File: src/rtl/gwt_pkg.sv
package gwt_pkg;
  typedef enum logic [1:0] {
    ST_IDLE  = 2'd0,
    ST_WAIT  = 2'd1,
    ST_COUNT = 2'd2,
    ST_HOLD  = 2'd3
  } gwt_state_e;
endpackage

File: src/rtl/gwt_sync.sv
module gwt_sync #(
  parameter int STAGES = 2
) (
  input  logic clk,
  input  logic rst_n,
  input  logic d_async,
  output logic q_sync
);
  logic [STAGES-1:0] chain;

  generate
    for (genvar g = 0; g < STAGES; g++) begin : g_stage
      if (g == 0) begin : g_first
        always_ff @(posedge clk or negedge rst_n)
          if (!rst_n) chain[0] <= 1'b0;
          else        chain[0] <= d_async;
      end else begin : g_rest
        always_ff @(posedge clk or negedge rst_n)
          if (!rst_n) chain[g] <= 1'b0;
          else        chain[g] <= chain[g-1];
      end
    end
  endgenerate

  assign q_sync = chain[STAGES-1];
endmodule

File: src/rtl/gwt_gate_edge.sv
module gwt_gate_edge #(
  parameter int SYNC_STAGES = 2
) (
  input  logic clk,
  input  logic rst_n,
  input  logic gate_in,
  input  logic active_high,
  output logic act,
  output logic act_rise
);
  logic gate_s;
  logic act_q;

  gwt_sync #(.STAGES(SYNC_STAGES)) u_sync (
    .clk     (clk),
    .rst_n   (rst_n),
    .d_async (gate_in),
    .q_sync  (gate_s)
  );

  // active level after polarity selection
  assign act = active_high ? gate_s : ~gate_s;

  always_ff @(posedge clk or negedge rst_n)
    if (!rst_n) act_q <= 1'b0;
    else        act_q <= act;

  assign act_rise = act & ~act_q;
endmodule

File: src/rtl/gwt_ext_counter.sv
module gwt_ext_counter #(
  parameter int CNT_W = 16,
  parameter int OVF_W = 8
) (
  input  logic             clk,
  input  logic             rst_n,
  input  logic             zero,
  input  logic             inc,
  output logic [CNT_W-1:0] count,
  output logic [OVF_W-1:0] ovf,
  output logic             sat
);
  localparam logic [CNT_W-1:0] CNT_MAX = {CNT_W{1'b1}};
  localparam logic [OVF_W-1:0] OVF_MAX = {OVF_W{1'b1}};

  always_ff @(posedge clk or negedge rst_n) begin
    if (!rst_n) begin
      count <= '0;
      ovf   <= '0;
      sat   <= 1'b0;
    end else if (zero) begin
      count <= '0;
      ovf   <= '0;
      sat   <= 1'b0;
    end else if (inc) begin
      count <= count + 1'b1;
      if (count == CNT_MAX) begin
        if (ovf == OVF_MAX) sat <= 1'b1;
        else                ovf <= ovf + 1'b1;
      end
    end
  end
endmodule

File: src/rtl/gated_width_timer.sv
module gated_width_timer
  import gwt_pkg::*;
#(
  parameter int CNT_W       = 16,
  parameter int OVF_W       = 8,
  parameter int SYNC_STAGES = 2
) (
  input  logic             clk,
  input  logic             rst_n,
  input  logic             gate_in,
  input  logic             gate_active_high,
  input  logic             one_shot_en,
  input  logic             arm,
  input  logic             clear,
  output logic [CNT_W-1:0] count,
  output logic [OVF_W-1:0] ovf_count,
  output logic             ovf_sat,
  output logic             done
);
  gwt_state_e state;
  logic       mode_q;
  logic       act;
  logic       act_rise;
  logic       inc;
  logic       zero;

  gwt_gate_edge #(.SYNC_STAGES(SYNC_STAGES)) u_edge (
    .clk         (clk),
    .rst_n       (rst_n),
    .gate_in     (gate_in),
    .active_high (gate_active_high),
    .act         (act),
    .act_rise    (act_rise)
  );

  assign zero = clear | arm;
  assign inc  = ~zero & (((state == ST_WAIT) & act_rise) |
                         ((state == ST_COUNT) & act));

  gwt_ext_counter #(.CNT_W(CNT_W), .OVF_W(OVF_W)) u_cnt (
    .clk   (clk),
    .rst_n (rst_n),
    .zero  (zero),
    .inc   (inc),
    .count (count),
    .ovf   (ovf_count),
    .sat   (ovf_sat)
  );

  always_ff @(posedge clk or negedge rst_n) begin
    if (!rst_n) begin
      state  <= ST_IDLE;
      mode_q <= 1'b1;
      done   <= 1'b0;
    end else if (clear) begin
      state <= ST_IDLE;
      done  <= 1'b0;
    end else if (arm) begin
      state  <= ST_WAIT;
      mode_q <= one_shot_en;
      done   <= 1'b0;
    end else begin
      unique case (state)
        ST_WAIT:  if (act_rise) state <= ST_COUNT;
        ST_COUNT: if (!act) begin
                    done  <= 1'b1;
                    state <= mode_q ? ST_HOLD : ST_WAIT;
                  end
        default:  state <= state;
      endcase
    end
  end
endmodule

File: config.mk
export PLATFORM = sky130hd
export DESIGN_NAME = gated_width_timer
export DESIGN_NICKNAME = d
export VERILOG_FILES = /design/src/rtl/gwt_pkg.sv /design/src/rtl/gwt_sync.sv /design/src/rtl/gwt_gate_edge.sv /design/src/rtl/gwt_ext_counter.sv /design/src/rtl/gated_width_timer.sv
export SDC_FILE = /design/constraint.sdc
export NUM_CORES = 1
export LEC_CHECK = 0
export BUFFER_PORTS_ARGS = -buffer_cell sky130_fd_sc_hd__buf_2
export CORE_ASPECT_RATIO = 1.5
export CORE_UTILIZATION = 55
export CTS_CLUSTER_SIZE = 12
export DETAILED_ROUTE_END_ITERATION = 6
export PLACE_DENSITY = 0.79
export SYNTH_ARGS = -nofsm -noshare
export SYNTH_HDL_FRONTEND = slang
export SYNTH_HIERARCHICAL = 1
export SYNTH_SLANG_ARGS = --single-unit
File: constraint.sdc
create_clock -name clk -period 4.25 [get_ports clk]
set_input_delay 0.2125 -clock clk [delete_from_list [all_inputs] [get_ports clk]]
set_output_delay 0.2125 -clock clk [all_outputs]
set_load 0.01 [all_outputs]
# ---- After elaboration in Yosys (flattened, before gate mapping)
# Cells that the tools add are included.
dict set report op_classes {
  addsub 2
  n_eq_ne 8
  n_mux 21
  bitwise 10
  n_reduce_logical 10
}
# operator n
set ops {}
lappend ops {{2-to-1 mux 16 bit} 2}
lappend ops {{2-to-1 mux 8 bit} 4}
lappend ops {{adder 16 x 1 -> 16 bit (second input constant)} 1}
lappend ops {{equality test 16 bit (second input constant)} 1}
lappend ops {{2-to-1 mux 2 bit} 5}
lappend ops {{2-to-1 mux 1 bit} 9}
lappend ops {{AND reduction 3 bit} 3}
lappend ops {{adder 8 x 1 -> 8 bit (second input constant)} 1}
lappend ops {{equality test 8 bit (second input constant)} 1}
lappend ops {{!= test 4 bit (second input constant)} 2}
lappend ops {{nonzero test 2 bit} 3}
lappend ops {{AND 1 bit} 4}
lappend ops {{inverter 1 bit} 4}
lappend ops {{case mux 2 bit (2 select lines)} 1}
lappend ops {{AND reduction 2 bit} 2}
lappend ops {{nonzero test 4 bit} 1}
lappend ops {{!= test 3 bit (second input constant)} 1}
lappend ops {{nonzero test 3 bit} 1}
lappend ops {{equality test 2 x 1 -> 1 bit (second input constant)} 1}
lappend ops {{equality test 2 bit (second input constant)} 1}
lappend ops {{!= test 2 bit (second input constant)} 1}
lappend ops {{bitwise OR 1 bit} 2}
dict set report word_totals {
  regBits 32
  input_bits 7
  output_inout_bits 26
  word_cells 60
}

# ---- Longest topological paths before layout
dict set report logic_depth {
  ltp_word 8
  mapped_depth 10
  depth_no_buf 8
}

# ---- Hierarchy
# Netlist, hierarchy kept.
# mod n_inst cells_per_inst area_each_um2 seq_area_each_um2
set modules_own_cells {}
lappend modules_own_cells {gwt_ext_counter 1 138 1361.3 625.6}
lappend modules_own_cells {gated_width_timer 1 27 271.5 101.3}
lappend modules_own_cells {gwt_sync 1 2 50.0 50.0}
lappend modules_own_cells {gwt_gate_edge 1 3 42.5 25.0}

# ---- Least setup slack after synthesis
# No wires, ideal clock.
dict set report synth_path {
  kind {reg-to-reg}
  start {register u_edge.u_sync.chain[1], in the netlist u_edge/u_sync/q_sync}
  end {register u_cnt.ovf[2]}
  setup_time_ps 125
  arrival_time_ps 2242
  required_ps 4125
  slack_ps 1883
  path_stages_with_launch 11
  path_buffers 2
  synth_period_minus_slack_ps 2367
  path_cell_list {dfrtp_1 xnor2_1 and2b_2 nand2_1 a21oi_1 buf_4 o2111a_2 nand3_2 buf_2 nor4b_1 mux2_2}
}
dict set report synth_via {
  elab_chain_len 8
  word_cells_on_any_way 9
  cone_classes {mux: 1; bitwise: 6; reduce/logical: 2}
}
# item line
set synth_lines {}
lappend synth_lines {{start, declared} gwt_sync.sv:9} ;# logic [STAGES-1:0] chain;
lappend synth_lines {{start signal, assigned by index} gwt_sync.sv:20} ;# else chain[g] <= chain[g-1];
lappend synth_lines {{inverter 1 bit} gwt_gate_edge.sv:22} ;# assign act = active_high ? gate_s : ~gate_s;
lappend synth_lines {{2-to-1 mux 1 bit (*)} gwt_gate_edge.sv:22}
lappend synth_lines {{named net act} gated_width_timer.sv:22} ;# logic act;
lappend synth_lines {{AND 1 bit (*)} gwt_gate_edge.sv:28} ;# assign act_rise = act & ~act_q;
lappend synth_lines {{named net act_rise} gated_width_timer.sv:23} ;# logic act_rise;
lappend synth_lines {{AND 1 bit (*)} gated_width_timer.sv:37} ;# assign inc = ~zero & (((state == ST_WAIT) & act_rise) |
lappend synth_lines {{bitwise OR 1 bit (*)} gated_width_timer.sv:37}
lappend synth_lines {{AND 1 bit (*)} gated_width_timer.sv:37}
lappend synth_lines {{named net inc} gated_width_timer.sv:24} ;# logic inc;
lappend synth_lines {{nonzero test 2 bit (no line) (*)} n/a}
lappend synth_lines {{AND reduction 3 bit (no line) (*)} n/a}
lappend synth_lines {{end signal, assigned} gwt_ext_counter.sv:29} ;# else ovf <= ovf + 1'b1;
lappend synth_lines {{end, declared} gwt_ext_counter.sv:10} ;# output logic [OVF_W-1:0] ovf,
# Mark *: on every way through the listed nets, which the timed path passes. The rest lies on a longest branch.
# A chain may end at the register's enable or synchronous reset.

# ---- Worst setup path in the final report
dict set report layout_path {
  start {register u_edge.u_sync.chain[1], in the netlist u_edge/u_sync/q_sync}
  end {register u_cnt.ovf[7]}
}
# The elaborated chain is that of the path after synthesis.

==> impl_metrics.yaml <==
sta:
  hold_viol_final: 0
  worst_slew_pin_slew_ns: 0.703
  fmax_ghz: 0.350
  rsz0062_at_grt: "false"
  maxSlewHeadroom: 0.531
  finalCritPeriodShare: 0.673
  finalSetupViolations: 0
  period_needed_ns: 2.86
  slew_viol_final: 0
  fin_setup_tns_ns: 0
  clock-skew-final_ns: 0.00671
floorplan:
  io_pins: 33
  die_w_um: 47.7
  dieArea_um2: 3370
  core-area_um2: 2940
  rows: 24
  initial_utilization: 0.586
  die_h_um: 70.6
global_routing:
  antenna_found_initial: 0
  grt_usage: 0.247
  grt_pass1_vias: 1385
  grt_overflow: 0
  grt_pass1_wl_mm: 5.98
  grt_max_degree: 34
synthesis:
  avgSynthCellArea_um2: 10.1
  synth_edf_count: 0
  synth-main-ff-cell: "dfrtp_1"
  synth.net_count: 182
  syn_inst: 170
  netlist-cell-type-count: 46
  async_flop_share: 1.00
  syn_area_um2: 1730
  ys_ff_latch: 32
  yosysSeqAreaShare: 0.465
  ys_warn_count: 6
clock_network:
  cts-root-buf: "clkbuf_8"
  postCtsSetupBuffers: 0
  htreeDepth: 2
  clk_latency_ns: 0.28
  numCtsBuffers: 5
  cts_tree: "yes"
  clk_pin_slew_ns: 0.06
  clockBufferDepth: 2
  cts_sinks: 32
power:
  irDropWorstVdd_mv: 0.319
  leakagePower_nw: 0.875
  powerDensity_nw_per_um2: 302
setup_path:
  r2r_cells: 8
  critPathCaptureType: "flip-flop"
  crit_required_ns: 4.41
  rrSetupSlack_ns: 1.39
  arrival_ns: 3.02
  cp_max_fo: 11
  critPathKind: "flip-flop to flip-flop"
  r2r-start: "u_edge/u_sync/q_sync$_DFF_PN0_"
  r2r_end: "u_cnt/ovf[7]$_DFFE_PN0P_"
  crit_path_start: "u_edge/u_sync/q_sync$_DFF_PN0_"
  startpoint_type: "flip-flop"
min_path:
  hold_path.class: "input pin to flip-flop"
  worstHoldStart: "gate_in"
  holdPathEnd: "u_edge/u_sync/chain[0]$_DFF_PN0_"
  min_path_cells: 1
placed_design:
  place_congestion: 0.819
  io_buffers: 32
  hpwlAfterDp_mm: 2.68
  dp_cells: 236
run:
  maxCapViolCount: 0
detailed_routing:
  wl_mm: 3.76
  drt_iter0_drc: 48
  vias_per_cell: 5.93
  remaining_drc_errors: 0
  wl_per_cell_um: 15.4
  antenna_left: 0
  vias: 1452
  dr.pass1.iters: 4
finish:
  syn_to_final_growth_pct: 16.2
  diodes: 0
  drive_gt1_frac: 0.267
  fin_nets: 217
  layout.cells.non_filler: 245
status:
  outcome: "complete, no violations"
-- through the flow --
stage / setup slack [ns] / utilization / power [mW] / hold slack [ns] / area, um^2
5_1_grt: 1.20 / 0.681 / 0.631 / 0.0238 / 2000
6_report: 1.39 / 0.681 / 0.605 / 0.0362 / 2000
3_5_place_dp: 1.37 / 0.644 / 0.358 / 0.295 / 1890
3_3_place_gp: 1.49 / 0.644 / 0.355 / 0.293 / 1890
4_1_cts: 1.36 / 0.681 / 0.612 / 0.0295 / 2000
2_1_floorplan: 1.88 / - / 0.344 / -0.0831 / 1730
-- logic make-up after synthesis --
family,share of synthesized area
flops,0.465
xor+xnor,0.0660
compound gates,0.100
fa+ha+maj,0.0363
mux,0.0319
buf+inv,0.0384
simple gates,0.263
-- report_power, final --
part,switching (mW),internal [mW],total (mW)
combinational,0.0237,0.0153,0.0390
clock,0.105,0.148,0.253
sequential,0.00250,0.311,0.313
total,0.131,0.474,0.605
-- cell usage after synthesis, drive strengths merged (3+ instances only) --
cell	count	area (um^2)
o31ai	3	22.5
nor2b	4	25.0
mux2	4	45.0
nand4	7	50.1
a21oi	10	50.1
dfrtp	31	776
xor2	5	43.8
inv	5	18.8
nor3	5	25.0
nand3	9	50.1
nor2	20	75.1
nor4	7	43.8
buf	4	35.0
nand2	10	37.5
xnor2	8	70.1
ha	5	62.6
-- per-layer routing --
metal,part of all wire,wire length (um),GRT usage,vias up
li1,-,-,-,685
met1,0.39,1450,0.274,705
met2,0.54,2020,0.419,53
met3,0.047,177,0.0485,9
met4,0.029,108,0.127,0
met5,0,0,0,-
-- worst max-delay path, stage by stage (launching register included) --
cell and delay (ns):
dfrtp_1 0.37, xnor2_1 0.30, and2b_2 0.22, nand2_1 0.05
a21oi_1 0.52, o2111a_2 0.31, nand3_2 0.21, nor4_1 0.39
mux2_2 0.37
-- cells in the final DEF, fill, tap and decap left out, drive strengths merged, types with 3 or more instances in the layout --
master / netlist / final
nor3: 5 / 5
nand4: 7 / 7
a21oi: 10 / 10
dfrtp: 31 / 31
buf: 4 / 33
xor2: 5 / 5
nor4: 7 / 7
o31ai: 3 / 3
mux2: 4 / 4
xnor2: 8 / 8
nor2: 20 / 20
nand3: 9 / 9
clkbuf: 1 / 8
nor2b: 4 / 4
ha: 5 / 5
inv: 5 / 5
nand2: 10 / 10
-- flip-flops by register name (all words and copies together) (netlist names) --
register,cells
u_edge/u_sync/q_sync,1
state,2
u_edge/act_q,1
u_cnt/count,16
u_cnt/ovf,8
u_edge/u_sync/chain,1
mode_q,1
u_cnt/sat,1
done,1
-- layout make-up --
type | instances | area (um^2)
inverters | 5 | 18.8
repair buffers | 34 | 178
fillers | 256 | 938
multi-input cells | 127 | 857
flip-flops and latches | 32 | 802
well taps | 39 | 48.8
clock buffers | 8 | 100
-- worst max path at each step --
stage	endpoint	slack, ns	cells after the start
finish	u_cnt/ovf[7]$_DFFE_PN0P_	1.39	8
global route	u_cnt/ovf[2]$_DFFE_PN0P_	1.20	8
CTS	u_cnt/ovf[2]$_DFFE_PN0P_	1.36	8
detailed placement	u_cnt/ovf[2]$_DFFE_PN0P_	1.37	8
global placement	u_cnt/ovf[5]$_DFFE_PN0P_	1.49	8
floorplan	u_cnt/ovf[2]$_DFFE_PN0P_	1.88	10
-- timing repair --
action | CTS | global route
hold endpoints to repair | 10 | 0
endpoints found under the setup margin | 0 | 0
gates resized for setup | 0 | 0
hold buffers | 1 | 0
(Power assumes the default switching activity.)
